## src/rtl/pll_search_pkg.sv

```systemverilog
// Shared types and constants for the PLL coefficient search engine.
// Assumes all frequencies are carried in 100 Hz units inside the engine.
package pll_search_pkg;

    // Controller states: prune phase (PLO/PHI/PHV), then N loop (NFI/NM/NV)
    typedef enum logic [2:0] {
        ST_IDLE,
        ST_PLO,
        ST_PHI,
        ST_PHV,
        ST_NFI,
        ST_NM,
        ST_NV,
        ST_FIN
    } srch_state_t;

    // Legal windows and seed error, all in 100 Hz units
    localparam logic [31:0] VCO_LO   = 32'd2000000;
    localparam logic [31:0] VCO_HI   = 32'd6220000;
    localparam logic [31:0] IREF_LO  = 32'd10000;
    localparam logic [31:0] IREF_HI  = 32'd20000;
    localparam logic [31:0] ERR_SEED = 32'd1000000;

    // Loop limits
    localparam logic [2:0]  POST_LAST   = 3'd5;
    localparam logic [7:0]  SETTING_TOP = 8'd255;

endpackage

```

## src/rtl/pll_iter_div.sv

```systemverilog
// Restoring unsigned divider, one quotient bit per cycle.
// Assumes: go is pulsed only while idle; divisor is nonzero.
// Latency: quotient valid and done pulsed DW cycles after go.
module pll_iter_div #(
    parameter int DW = 38
) (
    input  logic          clk,
    input  logic          rst_n,
    input  logic          go,
    input  logic [DW-1:0] dividend,
    input  logic [DW-1:0] divisor,
    output logic [DW-1:0] quotient,
    output logic          done
);
    localparam int CW = $clog2(DW + 1);

    logic [DW-1:0] rem_q;
    logic [DW-1:0] dvs_q;
    logic [CW-1:0] cnt_q;
    logic          run_q;
    logic [DW:0]   rem_sh;
    logic          fits;

    // Shift in the next dividend bit and test whether the divisor fits
    always_comb begin
        rem_sh = {rem_q, quotient[DW-1]};
        fits   = rem_sh >= {1'b0, dvs_q};
    end

    // Iteration register: partial remainder, dividend/quotient shifter, count
    always_ff @(posedge clk) begin
        if (!rst_n) begin
            rem_q    <= '0;
            dvs_q    <= '0;
            quotient <= '0;
            cnt_q    <= '0;
            run_q    <= 1'b0;
            done     <= 1'b0;
        end else begin
            done <= 1'b0;
            if (go) begin
                rem_q    <= '0;
                dvs_q    <= divisor;
                quotient <= dividend;
                cnt_q    <= CW'(DW);
                run_q    <= 1'b1;
            end else if (run_q) begin
                rem_q    <= fits ? DW'(rem_sh - {1'b0, dvs_q}) : DW'(rem_sh);
                quotient <= {quotient[DW-2:0], fits};
                cnt_q    <= cnt_q - 1'b1;
                if (cnt_q == CW'(1)) begin
                    run_q <= 1'b0;
                    done  <= 1'b1;
                end
            end
        end
    end

endmodule

```

## src/rtl/pll_cand_score.sv

```systemverilog
// Scores one oscillator candidate against the request and the best so far.
// Purely combinational; assumes shift <= 5 and req/best in 100 Hz units.
module pll_cand_score
    import pll_search_pkg::*;
#(
    parameter int DW    = 38,
    parameter int ACT_W = 24
) (
    input  logic [DW-1:0]    vco,
    input  logic [2:0]       shift,
    input  logic [ACT_W-1:0] req,
    input  logic [ACT_W-1:0] best_err,
    output logic [ACT_W-1:0] act,
    output logic [ACT_W-1:0] err,
    output logic             better,
    output logic             exact
);
    logic legal;

    // Window test, post-divided clock, absolute error, strict improvement
    always_comb begin
        legal  = (vco >= DW'(VCO_LO)) && (vco <= DW'(VCO_HI));
        act    = ACT_W'(vco >> shift);
        err    = (act >= req) ? (act - req) : (req - act);
        better = legal && (err < best_err);
        exact  = better && (err == '0);
    end

endmodule

```

## src/rtl/pll_coef_search.sv

```systemverilog
// Ordered search for PLL prescale N, feedback M and postscale P.
// For each P (0..5), prunes on the oscillator span, then walks N upward,
// trying M and M+1, keeping the strictly closest legal candidate.
// Assumes ref_khz is nonzero and start is a pulse; all outputs registered.
module pll_coef_search
    import pll_search_pkg::*;
#(
    parameter int REQ_W = 20
) (
    input  logic               clk,
    input  logic               rst_n,
    input  logic               start,
    input  logic [REQ_W-1:0]   req_khz,
    input  logic [REQ_W-1:0]   ref_khz,
    output logic               busy,
    output logic               done,
    output logic               found,
    output logic [7:0]         pre_n,
    output logic [7:0]         fb_m,
    output logic [7:0]         post_p,
    output logic [REQ_W+3:0]   achieved
);
    localparam int ACT_W = REQ_W + 4;
    localparam int DW    = REQ_W + 18;

    srch_state_t      state;
    logic [ACT_W-1:0] req_q, ref_q;
    logic [DW-1:0]    lo_v, mh_q, two_ref;
    logic [2:0]       p_q;
    logic [7:0]       n_q, m_q;
    logic             m_second, div_wait;

    logic [7:0]       best_n, best_m;
    logic [2:0]       best_p;
    logic [ACT_W-1:0] best_act, best_err;
    logic             best_found;

    logic             div_go, div_done, arith;
    logic [DW-1:0]    div_dvd, div_dvs, div_q;

    logic [ACT_W-1:0] sc_act, sc_err;
    logic             sc_better, sc_exact;

    srch_state_t      p_next_state, n_next_state;
    logic [2:0]       n_next_p;

    // Loop-advance decisions shared by several states
    always_comb begin
        two_ref      = DW'(ref_q) << 1;
        p_next_state = (p_q == POST_LAST) ? ST_FIN : ST_PLO;
        n_next_state = (n_q == SETTING_TOP) ? p_next_state : ST_NFI;
        n_next_p     = (n_q == SETTING_TOP) ? p_q + 3'd1 : p_q;
    end

    // Operand selection for the shared divider, one division per state
    always_comb begin
        arith   = 1'b1;
        div_dvd = '0;
        div_dvs = DW'(1);
        case (state)
            ST_PLO: begin
                div_dvd = DW'(req_q) << p_q;
                div_dvs = two_ref;
            end
            ST_PHI: begin
                div_dvd = (DW'(req_q) * DW'(SETTING_TOP)) << p_q;
                div_dvs = two_ref;
            end
            ST_PHV: begin
                div_dvd = two_ref * mh_q;
                div_dvs = DW'(SETTING_TOP);
            end
            ST_NFI: begin
                div_dvd = DW'(ref_q);
                div_dvs = DW'(n_q);
            end
            ST_NM: begin
                div_dvd = (DW'(req_q) * DW'(n_q)) << p_q;
                div_dvs = two_ref;
            end
            ST_NV: begin
                div_dvd = two_ref * DW'(m_q);
                div_dvs = DW'(n_q);
            end
            default: arith = 1'b0;
        endcase
        div_go = arith && !div_wait;
    end

    pll_iter_div #(.DW(DW)) i_div (
        .clk      (clk),
        .rst_n    (rst_n),
        .go       (div_go),
        .dividend (div_dvd),
        .divisor  (div_dvs),
        .quotient (div_q),
        .done     (div_done)
    );

    pll_cand_score #(.DW(DW), .ACT_W(ACT_W)) i_score (
        .vco      (div_q),
        .shift    (p_q),
        .req      (req_q),
        .best_err (best_err),
        .act      (sc_act),
        .err      (sc_err),
        .better   (sc_better),
        .exact    (sc_exact)
    );

    // Search controller: loop indices, best-candidate record, result outputs
    always_ff @(posedge clk) begin
        if (!rst_n) begin
            state      <= ST_IDLE;
            req_q      <= '0;
            ref_q      <= '0;
            lo_v       <= '0;
            mh_q       <= '0;
            p_q        <= '0;
            n_q        <= '0;
            m_q        <= '0;
            m_second   <= 1'b0;
            div_wait   <= 1'b0;
            best_n     <= '0;
            best_m     <= '0;
            best_p     <= '0;
            best_act   <= '0;
            best_err   <= '0;
            best_found <= 1'b0;
            busy       <= 1'b0;
            done       <= 1'b0;
            found      <= 1'b0;
            pre_n      <= '0;
            fb_m       <= '0;
            post_p     <= '0;
            achieved   <= '0;
        end else begin
            done <= 1'b0;
            if (div_go)   div_wait <= 1'b1;
            if (div_done) div_wait <= 1'b0;
            case (state)
                ST_IDLE: if (start) begin
                    req_q      <= {4'd0, req_khz} * ACT_W'(10);
                    ref_q      <= {4'd0, ref_khz} * ACT_W'(10);
                    p_q        <= '0;
                    best_n     <= '0;
                    best_m     <= '0;
                    best_p     <= '0;
                    best_act   <= '0;
                    best_err   <= ACT_W'(ERR_SEED);
                    best_found <= 1'b0;
                    busy       <= 1'b1;
                    state      <= ST_PLO;
                end
                ST_PLO: if (div_done) begin
                    lo_v  <= two_ref * div_q;
                    state <= ST_PHI;
                end
                ST_PHI: if (div_done) begin
                    mh_q  <= div_q;
                    state <= ST_PHV;
                end
                ST_PHV: if (div_done) begin
                    if (div_q < DW'(VCO_LO) || lo_v > DW'(VCO_HI)) begin
                        p_q   <= p_q + 3'd1;
                        state <= p_next_state;
                    end else begin
                        n_q   <= 8'd1;
                        state <= ST_NFI;
                    end
                end
                ST_NFI: if (div_done) begin
                    if (div_q > DW'(IREF_HI)) begin
                        n_q   <= n_q + 8'd1;
                        p_q   <= n_next_p;
                        state <= n_next_state;
                    end else if (div_q < DW'(IREF_LO)) begin
                        p_q   <= p_q + 3'd1;
                        state <= p_next_state;
                    end else begin
                        state <= ST_NM;
                    end
                end
                ST_NM: if (div_done) begin
                    if (div_q > DW'(SETTING_TOP)) begin
                        p_q   <= p_q + 3'd1;
                        state <= p_next_state;
                    end else begin
                        m_q      <= div_q[7:0];
                        m_second <= (div_q[7:0] != SETTING_TOP);
                        state    <= ST_NV;
                    end
                end
                ST_NV: if (div_done) begin
                    if (sc_better) begin
                        best_n     <= n_q;
                        best_m     <= m_q;
                        best_p     <= p_q;
                        best_act   <= sc_act;
                        best_err   <= sc_err;
                        best_found <= 1'b1;
                    end
                    if (sc_exact) begin
                        state <= ST_FIN;
                    end else if (m_second) begin
                        m_q      <= m_q + 8'd1;
                        m_second <= 1'b0;
                    end else begin
                        n_q   <= n_q + 8'd1;
                        p_q   <= n_next_p;
                        state <= n_next_state;
                    end
                end
                ST_FIN: begin
                    done     <= 1'b1;
                    busy     <= 1'b0;
                    found    <= best_found;
                    pre_n    <= best_n;
                    fb_m     <= best_m;
                    post_p   <= {5'd0, best_p};
                    achieved <= best_found ? best_act : '0;
                    state    <= ST_IDLE;
                end
                default: state <= ST_IDLE;
            endcase
        end
    end

endmodule

```

## config.mk

```make
export PLATFORM = sky130hd
export DESIGN_NAME = pll_coef_search
export DESIGN_NICKNAME = d
export VERILOG_FILES = /design/src/rtl/pll_search_pkg.sv /design/src/rtl/pll_iter_div.sv /design/src/rtl/pll_cand_score.sv /design/src/rtl/pll_coef_search.sv
export SDC_FILE = /design/constraint.sdc
export NUM_CORES = 2
export LEC_CHECK = 0
export BUFFER_PORTS_ARGS = -buffer_cell sky130_fd_sc_hd__buf_4
export CAP_MARGIN = 5
export CORE_UTILIZATION = 50
export CTS_CLUSTER_SIZE = 12
export DETAILED_ROUTE_END_ITERATION = 7
export GPL_TIMING_DRIVEN = 0
export PLACE_DENSITY = 0.68
export SLEW_MARGIN = 20
export SYNTH_ARGS = -nofsm -noshare
export SYNTH_HDL_FRONTEND = slang
export SYNTH_SLANG_ARGS = --single-unit
```

## constraint.sdc

```tcl
create_clock -name clk -period 6.75 [get_ports clk]
set_input_delay 0.3375 -clock clk [delete_from_list [all_inputs] [get_ports clk]]
set_output_delay 0.3375 -clock clk [all_outputs]
set_load 0.005 [all_outputs]
```

==> flow_summary_export.csv <==
group,metric,value,unit
floorplan,rows,139,
finish,drive_above_1_share,0.158,
critical_path,path_buf_inv,9,
timing,setup_viol,50,
floorplan,die_y,383,um
critical_path,cp_data_required_time,7.22,ns
yosys,yosys_warnings,0,
floorplan,initial_core_util,0.504,
yosys,synth-seq-area-share,0.100,
clock_tree,cts_tree,"built",
finish,fillers,12800,
global_route,antenna_found_initial,25,
routing,first_iter_violations,7347,
yosys,synth_area_per_cell,8.33,um2
critical_path,worstRegToRegCells,30,
global_route,grt_max_degree,16,
timing,period_minus_slack,7.68,ns
placement,gp_congestion,1.05,
clock_tree,clk_pin_slew_worst_paths,0.07,ns
clock_tree,clock_latency,0.63,ns
yosys,synth_area_leader_cell,"fa_1",
yosys,synth_cell_types,93,
floorplan,ioPinCount,94,
routing,first_pass_iters,6,
job,maxCapViolations,0,
clock_tree,numCtsBuffers,43,
critical_path,crit_type,"reg2reg",
critical_path,slowest_delay,0.58,ns
global_route,grt_use_total,0.429,
floorplan,die_area,147000,um2
routing,drc,0,
clock_tree,cts_sinks,364,
finish,fin_cells,11100,
routing,routed_wl,315000,um
critical_path,cp_common_cell,"fa_1",
floorplan,fp.dieW,383,um
yosys,netlist_area,72500,um2
routing,routedWlPerCell,28.4,um
yosys,syn_inst,8709,
floorplan,core,144000,um2
global_route,grt_first_pass_wirelength,456000,um
finish,final_net_count,11000,
yosys,ys.flop_type,"dfxtp_1",
yosys,async_flop_share,0,
hold_path,hold_depth,3,
timing,hold_viol_final,0,
clock_tree,cts_root_buf,"clkbuf_16",
placement,port_buffers,88,
power,ir_drop,474,uV
timing,worst_slack,-0.934,ns
timing,drv_slew,0,
clock_tree,cts_hold_buf,0,
timing,relSlewSlack,0.149,
yosys,synth-seq-cells,364,
yosys,yosysTopAreaCellShare,0.357,
global_route,grt_pass1_vias,67500,
timing,rsz0062_at_grt,"yes",
critical_path,slowest_stage,"fa_2",
timing,tightest_slew,1.28,ns
critical_path,worstSetupStartpointType,"flop",
finish,areaGrowthSynthToFinish,18.3,%
run_status,status,"finished with violations",
critical_path,cp_data_arrival_time,8.15,ns
hold_path,min_path_type,"in2reg",
routing,vias,66700,
timing,timing.final.crit_share,1.14,
global_route,grt-ovfl-total,0,
critical_path,crit_fanout,10,
placement,place_ws,-2.45,ns
clock_tree,htree_levels,2,
critical_path,cp_top_family,"adder cells",
timing,max_freq,130,MHz
power,powerDensity,228,nW/um2
routing,ant_nets,0,
routing,viasPerCell,6.01,
placement,dp.cells,10700,
finish,seqCellArea,7440,um2
critical_path,r2r_slack,-0.93,ns
clock_tree,clk_path_buf_depth,3,
critical_path,critPathCaptureType,"flop",
yosys,synth-edff-count,0,
timing,setup_tns,-15.54,ns
timing,finalClockSkew,0.0288,ns
finish,multi_input_area,60600,um2
run_status,violations,"setup timing",
critical_path,cp.depth,30,
placement,post-dp-hpwl,246000,um
timing,timing.hold.ws,0.0184,ns
yosys,synth_area_leaders,"fa_1 (36%), dfxtp_1 (10%), ha_1 (8.9%), nand2_1 (7.8%), inv_1 (7.4%)",
power,p_leak,38.8,nW
-- through the flow --
stage | utilization | instance area [um2] | power [mW]
detailed placement | 0.531 | 76300 | 14.3
floorplan | - | 73200 | 10.4
global route | 0.596 | 85800 | 20.5
global placement | 0.530 | 76200 | 14.2
finish | 0.597 | 85800 | 19.6
CTS | 0.586 | 84200 | 18.6
-- kinds of logic (layout without fill, tap and decap cells) --
| family | count (synthesis) | count (layout) | share of synthesized area |
|---|---|---|---|
| XOR/XNOR | 283 | 283 | 0.0342 |
| flip-flops | 364 | 364 | 0.100 |
| other | 1 | 21 | 0.0000517 |
| adder cells (fa/ha/maj) | 1807 | 1807 | 0.445 |
| multiplexers | 158 | 158 | 0.0255 |
| AO/OA/AOI/OAI | 1289 | 1289 | 0.111 |
| AND/OR/NAND/NOR | 2802 | 2802 | 0.179 |
| buffers and inverters | 2005 | 2465 | 0.105 |
-- Yosys cell counts (all sizes together) (23+ instances only) --
cell type and count:
nand2 1498, inv 1432, fa 1292, and2 559, clkbuf 521, ha 515, a21oi 514, dfxtp 364
nor2 253, o21ai 232, xnor2 195, nand3 138, mux2i 116, nor3 108, a21o 97, xor2 88
a211oi 80, buf 49, a31oi 44, o21a 40, o21bai 40, nand4 39, a221oi 38, and3 38
nor2b 32, nand2b 31, o211ai 31, or3 25, mux2 23
-- power by group --
| group | leakage, nW | internal [mW] | switching (mW) |
|---|---|---|---|
| combinational | 35.1 | 5.71 | 8.72 |
| clock | 0.701 | 1.38 | 1.08 |
| sequential | 2.99 | 2.33 | 0.360 |
| total | 38.8 | 9.43 | 10.2 |
-- flip-flops by register name, indices dropped and copies added, names as in the netlist, 23 cells and up --
name            cells
ref_q              23
best_act           24
i_div.quotient     38
i_div.rem_q        38
best_err           23
achieved           24
req_q              23
i_div.dvs_q        25
mh_q               36
lo_v               36
-- routing by layer --
layer  vias to the layer above  wire [um]  GRT usage
met5                         -        134          0
met4                        18      29500      0.313
met3                      1156      34900      0.112
met2                      4120     134000      0.643
met1                     33100     116000      0.535
li1                      28200          -          -
-- cells in the final DEF, fill, tap and decap left out, types with 31 or more instances in the layout --
cell and n:
a211oi_1 68, a21o_1 95, a21oi_1 440, a21oi_2 55
a31oi_1 31, and2_1 537, and3_1 38, buf_4 360
buf_6 56, clkbuf_1 202, clkbuf_16 125, clkbuf_2 80
clkbuf_4 53, clkbuf_8 70, dfxtp_1 295, dfxtp_2 43
fa_1 1252, fa_2 40, ha_1 464, ha_4 40
inv_1 1374, inv_2 57, mux2i_1 98, nand2_1 1464
nand3_1 129, nand4_1 38, nor2_1 232, nor3_1 97
o211ai_1 31, o21a_1 38, o21ai_0 181, o21bai_1 37
xnor2_1 169, xor2_1 76
-- repair_timing --
item | 4_1_cts | 5_1_grt
setup endpoints to repair | 142 | 134
buffers inserted | 245 | 93
gates cloned | 5 | 2
pin swaps | 266 | 245
gates resized for setup | 1059 | 345
-- cell type report --
cell class              instances  area share
inverters                    1435      0.0628
diodes                         16    0.000467
clock buffers                  57      0.0141
flip-flops and latches        364      0.0867
plain buffers                 536      0.0580
repair buffers                419      0.0420
multi-input cells            6344       0.706
well taps                    1903      0.0277
clock inverters                18     0.00251
-- tightest hold or removal path, cell delays in order --
cell and delay, ns:
buf_4 0.13, nand3_1 0.06, a21oi_1 0.06
-- worst paths after layout --
kind,start,to
worst min register to register,lo_v[2],lo_v[2]
worst min-delay path,ref_khz[19],ref_q[23]
worst max register to register,mh_q[13],i_div.quotient[33]
worst max-delay path,mh_q[13],i_div.quotient[33]
Power figures use the tool's default switching activity.
